File: config.mk
export PLATFORM = sky130hd
export DESIGN_NAME = qdr_burst_sram
export DESIGN_NICKNAME = d
export VERILOG_FILES = /design/src/rtl/qdr_pkg.sv /design/src/rtl/qdr_slot_ctrl.sv /design/src/rtl/qdr_wr_stage.sv /design/src/rtl/qdr_line_mem.sv /design/src/rtl/qdr_rd_pipe.sv /design/src/rtl/qdr_burst_sram.sv
export SDC_FILE = /design/constraint.sdc
export NUM_CORES = 1
export LEC_CHECK = 0
export BUFFER_PORTS_ARGS = -buffer_cell sky130_fd_sc_hd__buf_2
export CORE_ASPECT_RATIO = 0.8
export CORE_UTILIZATION = 60
export CTS_CLUSTER_DIAMETER = 30
export DETAILED_ROUTE_END_ITERATION = 12
export GPL_ROUTABILITY_DRIVEN = 0
export PLACE_DENSITY = 0.87
export SETUP_SLACK_MARGIN = 0.2
export SLEW_MARGIN = 20
export SYNTH_ARGS = -nofsm -noshare
export SYNTH_HDL_FRONTEND = slang
export SYNTH_SLANG_ARGS = --single-unit
File: constraint.sdc
create_clock -name clk_i -period 8.2 [get_ports clk_i]
set_input_delay 0.41 -clock clk_i [delete_from_list [all_inputs] [get_ports clk_i]]
set_output_delay 0.41 -clock clk_i [all_outputs]
set_load 0.02 [all_outputs]
File: src/rtl/qdr_pkg.sv
`timescale 1ns/1ps
package qdr_pkg;
  localparam int BURST_LEN = 4;
  localparam int CNT_W     = $clog2(BURST_LEN);

  typedef enum logic [1:0] {
    BEAT_RD   = 2'd0,
    BEAT_RD_N = 2'd1,
    BEAT_WR   = 2'd2,
    BEAT_WR_N = 2'd3
  } beat_e;
endpackage

File: src/rtl/qdr_slot_ctrl.sv
`timescale 1ns/1ps
module qdr_slot_ctrl
  import qdr_pkg::*;
(
  input  logic  clk_i,
  input  logic  rst_ni,
  input  logic  rd_sel_ni,
  input  logic  wr_sel_ni,
  output beat_e beat_o,
  output logic  rd_take_o,
  output logic  wr_take_o
);
  beat_e beat_q;

  always_ff @(posedge clk_i or negedge rst_ni) begin
    if (!rst_ni) beat_q <= BEAT_RD;
    else         beat_q <= beat_e'(2'(beat_q + 2'd1));
  end

  assign beat_o    = beat_q;
  assign rd_take_o = (beat_q == BEAT_RD) && !rd_sel_ni;
  assign wr_take_o = (beat_q == BEAT_WR) && !wr_sel_ni;
endmodule

File: src/rtl/qdr_wr_stage.sv
`timescale 1ns/1ps
module qdr_wr_stage
  import qdr_pkg::*;
#(
  parameter int ADDR_W = 4,
  parameter int DATA_W = 18
) (
  input  logic                                clk_i,
  input  logic                                rst_ni,
  input  beat_e                               beat_i,
  input  logic                                wr_take_i,
  input  logic [ADDR_W-1:0]                   addr_i,
  input  logic [DATA_W-1:0]                   wdata_i,
  output logic                                commit_o,
  output logic [ADDR_W-1:0]                   commit_addr_o,
  output logic [BURST_LEN-1:0][DATA_W-1:0]    commit_line_o
);
  localparam int STAGED = BURST_LEN - 1;

  logic              active_q;
  logic [ADDR_W-1:0] waddr_q;
  logic [DATA_W-1:0] word_q [STAGED];
  logic [CNT_W-1:0]  word_idx;

  // write slot beat carries word 0
  assign word_idx = CNT_W'(beat_i + 2'd2);
  assign commit_o = active_q && (beat_i == BEAT_RD_N);

  always_ff @(posedge clk_i or negedge rst_ni) begin
    if (!rst_ni) begin
      active_q <= 1'b0;
      waddr_q  <= '0;
    end else if (wr_take_i) begin
      active_q <= 1'b1;
      waddr_q  <= addr_i;
    end else if (commit_o) begin
      active_q <= 1'b0;
    end
  end

  always_ff @(posedge clk_i) begin
    if ((wr_take_i || active_q) && (int'(word_idx) < STAGED))
      word_q[word_idx] <= wdata_i;
  end

  generate
    for (genvar k = 0; k < STAGED; k++) begin : g_staged
      assign commit_line_o[k] = word_q[k];
    end
  endgenerate
  assign commit_line_o[BURST_LEN-1] = wdata_i;
  assign commit_addr_o              = waddr_q;

  a_r3_commit_after_take: assert property (@(posedge clk_i) disable iff (!rst_ni)
    commit_o |-> $past(wr_take_i, 3));
endmodule

File: src/rtl/qdr_line_mem.sv
`timescale 1ns/1ps
module qdr_line_mem
  import qdr_pkg::*;
#(
  parameter int ADDR_W = 4,
  parameter int DATA_W = 18
) (
  input  logic                             clk_i,
  input  logic                             we_i,
  input  logic [ADDR_W-1:0]                waddr_i,
  input  logic [BURST_LEN-1:0][DATA_W-1:0] wline_i,
  input  logic [ADDR_W-1:0]                raddr_i,
  output logic [BURST_LEN-1:0][DATA_W-1:0] rline_o
);
  localparam int DEPTH = 1 << ADDR_W;

  logic [BURST_LEN-1:0][DATA_W-1:0] mem_q [DEPTH];

  always_ff @(posedge clk_i) begin
    if (we_i) mem_q[waddr_i] <= wline_i;
  end

  // a line committing on this edge is forwarded to the reader
  always_comb begin
    if (we_i && (waddr_i == raddr_i)) rline_o = wline_i;
    else                              rline_o = mem_q[raddr_i];
  end
endmodule

File: src/rtl/qdr_rd_pipe.sv
`timescale 1ns/1ps
module qdr_rd_pipe
  import qdr_pkg::*;
#(
  parameter int ADDR_W = 4,
  parameter int DATA_W = 18
) (
  input  logic                             clk_i,
  input  logic                             rst_ni,
  input  beat_e                            beat_i,
  input  logic                             lat_mode_i,
  input  logic                             rd_take_i,
  input  logic [ADDR_W-1:0]                addr_i,
  input  logic [BURST_LEN-1:0][DATA_W-1:0] rline_i,
  output logic [ADDR_W-1:0]                raddr_o,
  output logic [DATA_W-1:0]                rdata_o,
  output logic                             rvalid_o
);
  logic                             pend_q;
  logic [ADDR_W-1:0]                raddr_q;
  logic [BURST_LEN-1:0][DATA_W-1:0] line_q;
  logic                             run_q;
  logic [CNT_W-1:0]                 cnt_q;
  logic [DATA_W-1:0]                p_q, d_q;
  logic                             p_v_q, d_v_q;
  logic                             load;

  assign load    = pend_q && (beat_i == BEAT_RD_N);
  assign raddr_o = raddr_q;

  always_ff @(posedge clk_i or negedge rst_ni) begin
    if (!rst_ni) begin
      pend_q  <= 1'b0;
      raddr_q <= '0;
    end else if (rd_take_i) begin
      pend_q  <= 1'b1;
      raddr_q <= addr_i;
    end else if (load) begin
      pend_q  <= 1'b0;
    end
  end

  // snapshot taken one beat after the read slot, after any prior-frame commit
  always_ff @(posedge clk_i) begin
    if (load) line_q <= rline_i;
  end

  always_ff @(posedge clk_i or negedge rst_ni) begin
    if (!rst_ni) begin
      run_q <= 1'b0;
      cnt_q <= '0;
      p_q   <= '0;
      p_v_q <= 1'b0;
      d_q   <= '0;
      d_v_q <= 1'b0;
    end else begin
      if (run_q) begin
        p_q   <= line_q[cnt_q];
        p_v_q <= 1'b1;
        cnt_q <= cnt_q + 1'b1;
        if (cnt_q == CNT_W'(BURST_LEN - 1)) run_q <= 1'b0;
      end else begin
        p_q   <= '0;
        p_v_q <= 1'b0;
      end
      if (load) begin
        run_q <= 1'b1;
        cnt_q <= '0;
      end
      d_q   <= p_q;
      d_v_q <= p_v_q;
    end
  end

  assign rdata_o  = lat_mode_i ? d_q   : p_q;
  assign rvalid_o = lat_mode_i ? d_v_q : p_v_q;

  a_r5_first_word_timing: assert property (@(posedge clk_i) disable iff (!rst_ni)
    rd_take_i |-> ##3 p_v_q);
  a_r6_four_valid_beats: assert property (@(posedge clk_i) disable iff (!rst_ni)
    $rose(p_v_q) |=> p_v_q ##1 p_v_q ##1 p_v_q);
  a_r9_no_overlap: assert property (@(posedge clk_i) disable iff (!rst_ni)
    rd_take_i |-> !pend_q);
endmodule

File: src/rtl/qdr_burst_sram.sv
`timescale 1ns/1ps
module qdr_burst_sram
  import qdr_pkg::*;
#(
  parameter int ADDR_W = 4,
  parameter int DATA_W = 18
) (
  input  logic              clk_i,
  input  logic              rst_ni,
  input  logic              lat_mode_i,
  input  logic [ADDR_W-1:0] addr_i,
  input  logic              rd_sel_ni,
  input  logic              wr_sel_ni,
  input  logic [DATA_W-1:0] wdata_i,
  output logic [DATA_W-1:0] rdata_o,
  output logic              rvalid_o,
  output logic [1:0]        beat_o
);
  beat_e                            beat;
  logic                             rd_take, wr_take;
  logic                             commit;
  logic [ADDR_W-1:0]                commit_addr, raddr;
  logic [BURST_LEN-1:0][DATA_W-1:0] commit_line, rline;

  qdr_slot_ctrl u_slot (
    .clk_i     (clk_i),
    .rst_ni    (rst_ni),
    .rd_sel_ni (rd_sel_ni),
    .wr_sel_ni (wr_sel_ni),
    .beat_o    (beat),
    .rd_take_o (rd_take),
    .wr_take_o (wr_take)
  );

  qdr_wr_stage #(.ADDR_W(ADDR_W), .DATA_W(DATA_W)) u_wr (
    .clk_i         (clk_i),
    .rst_ni        (rst_ni),
    .beat_i        (beat),
    .wr_take_i     (wr_take),
    .addr_i        (addr_i),
    .wdata_i       (wdata_i),
    .commit_o      (commit),
    .commit_addr_o (commit_addr),
    .commit_line_o (commit_line)
  );

  qdr_line_mem #(.ADDR_W(ADDR_W), .DATA_W(DATA_W)) u_mem (
    .clk_i   (clk_i),
    .we_i    (commit),
    .waddr_i (commit_addr),
    .wline_i (commit_line),
    .raddr_i (raddr),
    .rline_o (rline)
  );

  qdr_rd_pipe #(.ADDR_W(ADDR_W), .DATA_W(DATA_W)) u_rd (
    .clk_i      (clk_i),
    .rst_ni     (rst_ni),
    .beat_i     (beat),
    .lat_mode_i (lat_mode_i),
    .rd_take_i  (rd_take),
    .addr_i     (addr_i),
    .rline_i    (rline),
    .raddr_o    (raddr),
    .rdata_o    (rdata_o),
    .rvalid_o   (rvalid_o)
  );

  assign beat_o = beat;

  a_r6_idle_zero: assert property (@(posedge clk_i) disable iff (!rst_ni)
    !rvalid_o |-> (rdata_o == '0));
  a_r2_one_slot_per_beat: assert property (@(posedge clk_i) disable iff (!rst_ni)
    $onehot0({rd_take, wr_take, commit && wr_take}));
endmodule

==> results.py, run 1 <==
metrics = {
    "critical_path": {
        "endpoint_kind": "flip-flop",
        "worstSetupPathType": "flip-flop to flip-flop",
        "slowest_stage": "dfrtp_4",
        "slowest_delay_ns": 1.02,
        "crit_required_ns": 8.72,
        "arrival_ns": 4.88,
        "crit_chain": "buf_12, buf_4, mux4_1, a22oi_1, nand2_1, mux2_4",
        "crit_fanout": 104,
        "start_kind": "flip-flop",
    },
    "timing": {
        "fmax_ghz": 0.229,
        "finalSetupViolCount": 0,
        "rsz0062_at_grt": "false",
        "period_needed_ns": 4.36,
        "final.setup.tns_ns": 0,
        "slew_violations": 0,
        "finClkSkew_ns": 0.0346,
        "tightestPinTransition_ns": 1.21,
        "slew_headroom_pct": 19.5,
        "hold_viol_final": 0,
        "fin_crit_sh_pct": 53.2,
    },
    "finish": {
        "drive_gt1_share_pct": 31.4,
        "fin_area_sq_um": 57500,
        "nFillCells": 4485,
        "final_common_cell": "edfxtp_1",
        "syn_to_final_growth_pct": 13.6,
        "final_cell_mix": "edfxtp_1, mux4_2, clkbuf_16, a22oi_1, nand2_1",
        "fin_nets": 2313,
    },
    "detailed_routing": {
        "via_per_inst": 7.19,
        "drtPass1Iterations": 5,
        "drtIter0Drc": 3839,
        "wl_microns": 133000,
        "wl_per_cell_microns": 37.7,
        "vias": 25300,
        "final_antenna_net_count": 1,
        "drc": 0,
    },
    "die": {
        "die_h_microns": 262,
        "dieArea_sq_um": 85600,
        "ios": 48,
        "std_cell_rows": 94,
        "die_width_microns": 327,
        "coreArea_sq_um": 82900,
        "start_util_pct": 61.1,
    },
    "yosys": {
        "synth-seq-cells": 1331,
        "syn_area_sq_um": 50600,
        "yosysWarningCount": 0,
        "synthCells": 2143,
        "synth_edf_count": 1278,
        "synthFlopType": "edfxtp_1",
        "ys_types": 30,
        "syn_avg_cell_area_sq_um": 23.6,
        "synthArstFlopShare_pct": 3.98,
        "ys_seq_area_share_pct": 78.4,
        "synthesis.nets": 2175,
    },
    "global_route": {
        "grt_pass1_vias": 26200,
        "grt_pass1_wl_microns": 187000,
        "grt_max_degree": 173,
        "antenna_found_initial": 7,
        "grt_remaining_overflow": 0,
        "global_route.usage.total_pct": 31.7,
    },
    "placement": {
        "port-buffer-count": 47,
        "detailed_place.area_sq_um": 52100,
        "hpwl_microns": 61100,
    },
    "cts": {
        "numCtsBuffers": 153,
        "cts_max_level": 4,
        "holdBufCountCts": 3,
        "ctsResizeCount": 0,
        "cts_tree": "done",
        "clock-sinks": 1331,
        "clk_latency_ns": 0.77,
        "clkTransAtPathRegs_ns": 0.07,
        "cts-root-buf": "clkbuf_16",
        "clockBufferDepth": 3,
        "cts_setup_buffers": 0,
    },
    "status": {
        "outcome": "finished, violations left",
        "violations": "antenna violations",
    },
    "pwr": {
        "powerDensity_nw_per_um2": 284,
        "power_leakage_uw": 0.0190,
        "ir_worst_vdd_v": 0.000263,
    },
    "worst_hold_path": {
        "hold_class": "primary input to flip-flop",
    },
    "run": {
        "maxCapViolations": 0,
    },
}
==> stage by stage <==
stage	instances	utilization (%)	setup slack (ns)	hold WS (ns)	total power (uW)
global route	3513	69.3	3.52	0.0632	16700
finish	3524	69.4	3.84	0.0517	16300
global placement	3227	62.8	3.94	0.361	9170
detailed placement	3227	62.8	3.78	0.366	9220
CTS	3513	69.3	3.69	0.0214	16300
floorplan	2143	-	1.48	0.114	8760
==> critical path: cells and delay by family (launching register included) <==
kind / cells / cell delay, ns
AO/OA/AOI/OAI: 1 / 0.25
buffers and inverters: 2 / 1.56
flip-flops: 1 / 1.02
multiplexers: 2 / 1.02
AND/OR/NAND/NOR: 1 / 0.12
==> power breakdown <==
group	total, uW	switching [uW]	leakage [uW]	internal (uW)
Sequential	7760	190	0.0122	7570
Combinational	1390	788	0.00418	604
Clock	7170	2960	0.00257	4210
==> state kept, by name, summed over array words and instances, names as in the netlist, 2 cells and up <==
name / count
u_rd.cnt_q: 2
u_wr.word_q: 54
u_rd.line_q: 72
u_wr.commit_addr_o: 4
u_mem.mem_q: 1152
u_rd.p_q: 18
u_rd.raddr_o: 4
u_rd.d_q: 18
u_slot.beat_o: 2
==> Yosys cell counts (3+ instances only) <==
cell	instances	area share [%]
buf_1	3	0.022
edfxtp_1	1278	76
nor3_1	4	0.040
mux2_2	31	0.69
inv_1	4	0.030
xnor2_1	4	0.069
mux4_2	271	12
buf_12	11	0.43
buf_6	7	0.16
nor2b_1	4	0.049
and2_1	22	0.27
a22oi_1	139	2.1
buf_2	29	0.29
mux2_4	68	2.0
a21o_1	3	0.044
nand2b_1	3	0.037
clkbuf_1	65	0.48
ha_1	5	0.12
nand2_1	74	0.55
mux4_1	36	1.9
nor2_1	19	0.14
dfrtp_1	53	2.6
a22oi_2	3	0.074
==> metal layers <==
layer	vias to the layer above	global-route usage, %	routed length, microns
li1	9442	-	-
met1	13100	42.2	45700
met2	2377	50.3	63400
met3	398	8.57	18200
met4	2	13.2	5290
met5	-	0	12
==> final cells by class <==
type                    instances  area, sq um  area share, %
diodes                         11         27.5         0.0479
clock buffers                 169         3970           6.91
clock inverters               114         1370           2.38
inverters                       4         15.0         0.0261
multi-input cells             693        10400           18.1
flip-flops and latches       1331        39700           69.0
well taps                    1104         1380           2.40
repair buffers                 98          654           1.14
==> path summary, 6_finish.rpt <==
kind | cells past startpoint | endpoint | start | slack (ns)
setup reg to reg | 6 | u_rd.line_q[38]$_DFFE_PP_ | u_rd.raddr_o[0]$_DFFE_PN0P_ | 3.84
min in group asynchronous | 3 | u_rd.raddr_o[3]$_DFFE_PN0P_ | rst_ni | 0.34
hold reg to reg | 0 | u_rd.d_q[13]$_DFF_PN0_ | u_rd.p_q[13]$_DFF_PN0_ | 0.35
max in group asynchronous | 3 | u_rd.raddr_o[0]$_DFFE_PN0P_ | rst_ni | 7.29
hold / removal | 2 | u_rd.raddr_o[1]$_DFFE_PN0P_ | addr_i[1] | 0.05
setup / recovery | 6 | u_rd.line_q[38]$_DFFE_PP_ | u_rd.raddr_o[0]$_DFFE_PN0P_ | 3.84
==> kinds of logic after synthesis <==
| group | share of synthesized area (%) |
|---|---|
| AO/OA/AOI/OAI | 2.18 |
| XOR/XNOR | 0.0865 |
| adder cells (fa/ha/maj) | 0.124 |
| buffers and inverters | 1.41 |
| flip-flops | 78.4 |
| multiplexers | 16.6 |
| AND/OR/NAND/NOR | 1.17 |
(Power assumes the default switching activity.)
==> run 2, diff against run 1 <==
CORE_UTILIZATION = 57   (was 60)
clock period = 3.6 ns   (was 8.2 ns; I/O delays follow)
==> run 2 against run 1 <==
Net effect:
- the flow now finishes without violations
- first-iteration DRC count up 2.8%
- via count rose by 2.8%
- fmax rose by 51%
- sequential share of layout area shrank 1.2 points
- clock skew increased by 0.00051 ns
- non-clock buffer count increased by 46
- final cell count up 3.7%
- clock power is 130% higher
==> results.py, run 2 (synthesis gave the netlist of run 1 again) <==
metrics = {
    "cts": {
        "cts-root-buf": "clkbuf_16",
        "holdBufCountCts": 26,
        "cts_max_level": 4,
        "clockBufferDepth": 3,
        "cts_setup_buffers": 0,
        "cts_tree": "done",
        "clock-sinks": 1331,
        "clk_latency_ns": 0.76,
        "ctsResizeCount": 0,
        "numCtsBuffers": 158,
        "clkTransAtPathRegs_ns": 0.06,
    },
    "global_route": {
        "grt_pass1_vias": 26900,
        "grt_remaining_overflow": 0,
        "global_route.usage.total_pct": 30.1,
        "grt_max_degree": 75,
        "antenna_found_initial": 12,
        "grt_pass1_wl_microns": 190000,
    },
    "timing": {
        "rsz0062_at_grt": "false",
        "fin_crit_sh_pct": 80.2,
        "slew_headroom_pct": 34.9,
        "fmax_ghz": 0.346,
        "slew_violations": 0,
        "finalSetupViolCount": 0,
        "tightestPinTransition_ns": 0.977,
        "fin_ws_ns": 0.711,
        "fin_hold_ws_ns": 0.124,
        "hold_viol_final": 0,
        "period_needed_ns": 2.89,
        "finClkSkew_ns": 0.0351,
    },
    "critical_path": {
        "r2r_cells": 6,
        "crit_required_ns": 4.10,
        "arrival_ns": 3.38,
        "endpoint_kind": "flip-flop",
        "cp.depth": 6,
        "path_delay_family": "multiplexers",
        "slowest_stage": "dfrtp_4",
        "crit_chain": "buf_12, buf_4, mux4_2, a22oi_1, nand2_1, mux2_4",
        "path_buf_inv": 2,
        "worstSetupPathType": "flip-flop to flip-flop",
        "start_kind": "flip-flop",
        "crit_fanout": 25,
        "slowest_delay_ns": 0.77,
    },
    "placement": {
        "port-buffer-count": 47,
        "place_ws_ns": 0.759,
        "detailed_place.area_sq_um": 52900,
        "hpwl_microns": 60600,
    },
    "detailed_routing": {
        "drc": 0,
        "drtIter0Drc": 3945,
        "final_antenna_net_count": 0,
        "via_per_inst": 7.12,
        "wl_per_cell_microns": 36.5,
        "drtPass1Iterations": 5,
        "wl_microns": 134000,
        "vias": 26000,
    },
    "die": {
        "dieArea_sq_um": 90100,
        "start_util_pct": 57.7,
        "die_width_microns": 335,
        "coreArea_sq_um": 87700,
        "ios": 48,
        "die_h_microns": 269,
        "std_cell_rows": 97,
    },
    "finish": {
        "fin_nets": 2364,
        "largest_reg_flops": 1152,
        "reg_top3": "u_mem.mem_q (1152), u_rd.line_q (72), u_wr.word_q (54)",
        "final_common_cell": "edfxtp_1",
        "drive_gt1_share_pct": 31.6,
        "final_cell_mix": "edfxtp_1, mux4_2, clkbuf_16, a22oi_1, nand2_1",
        "syn_to_final_growth_pct": 15.5,
        "fin_area_sq_um": 58500,
        "top_register": "u_mem.mem_q",
    },
    "pwr": {
        "powerDensity_nw_per_um2": 636,
        "power_leakage_uw": 0.0193,
        "ir_worst_vdd_v": 0.000639,
    },
    "run": {
        "maxCapViolations": 0,
    },
    "status": {
        "outcome": "finished, final reports clean",
    },
    "worst_hold_path": {
        "hold_class": "primary input to asynchronous set/reset pin",
    },
}
==> run 2: path summary, 6_finish.rpt <==
kind                       slack [ns]                        start                           endpoint
max                              0.71  u_rd.raddr_o[0]$_DFFE_PN0P_          u_rd.line_q[62]$_DFFE_PP_
min                              0.12                       rst_ni              u_rd.d_q[3]$_DFF_PN0_
max reg2reg                      0.71  u_rd.raddr_o[0]$_DFFE_PN0P_          u_rd.line_q[62]$_DFFE_PP_
min reg2reg                      0.37        u_rd.p_q[8]$_DFF_PN0_              u_rd.d_q[8]$_DFF_PN0_
max in group asynchronous        2.70                       rst_ni             u_rd.p_q[16]$_DFF_PN0_
min in group clk_i               0.23                    addr_i[3]  u_wr.commit_addr_o[3]$_DFFE_PN0P_
==> run 2: layout make-up <==
cell class | instances | area, sq um
Timing Repair Buffer | 144 | 1520
Clock inverter | 105 | 1150
Fill cell | 4894 | 29200
Sequential cell | 1331 | 39700
Antenna cell | 1 | 2.50
Multi-Input combinational cell | 693 | 10400
Inverter | 4 | 15.0
Tap cell | 1188 | 1490
Clock buffer | 190 | 4230
==> run 2: metrics by stage <==
stage,std cells,utilization (%),power [uW],TNS (ns)
2_1_floorplan,2143,-,19900,-722.83
3_3_place_gp,3334,60.3,20900,0
3_5_place_dp,3334,60.3,21100,0
4_1_cts,3655,66.7,37300,0
5_1_grt,3655,66.7,38100,0
6_report,3656,66.7,37200,0
==> run 2: worst register-to-register path: cells and delay by family (launching register included) <==
| kind | cells | cell delay, ns |
|---|---|---|
| mux | 2 | 0.87 |
| simple gates | 1 | 0.14 |
| buf+inv | 2 | 0.59 |
| flops | 1 | 0.77 |
| compound gates | 1 | 0.28 |
==> run 2: layer usage <==
| layer | wire (microns) | vias up | global-route usage (%) |
|---|---|---|---|
| li1 | - | 9559 | - |
| met1 | 45700 | 13500 | 39.5 |
| met2 | 64300 | 2496 | 47.6 |
| met3 | 17900 | 435 | 8.71 |
| met4 | 5490 | 16 | 13.5 |
| met5 | 97 | - | 0 |
==> run 2: power breakdown <==
part           switching [uW]  total, uW  internal [uW]
sequential                358      17600          17200
combinational            1880       3350           1470
clock                    6760      16300           9510
total                    9000      37200          28200
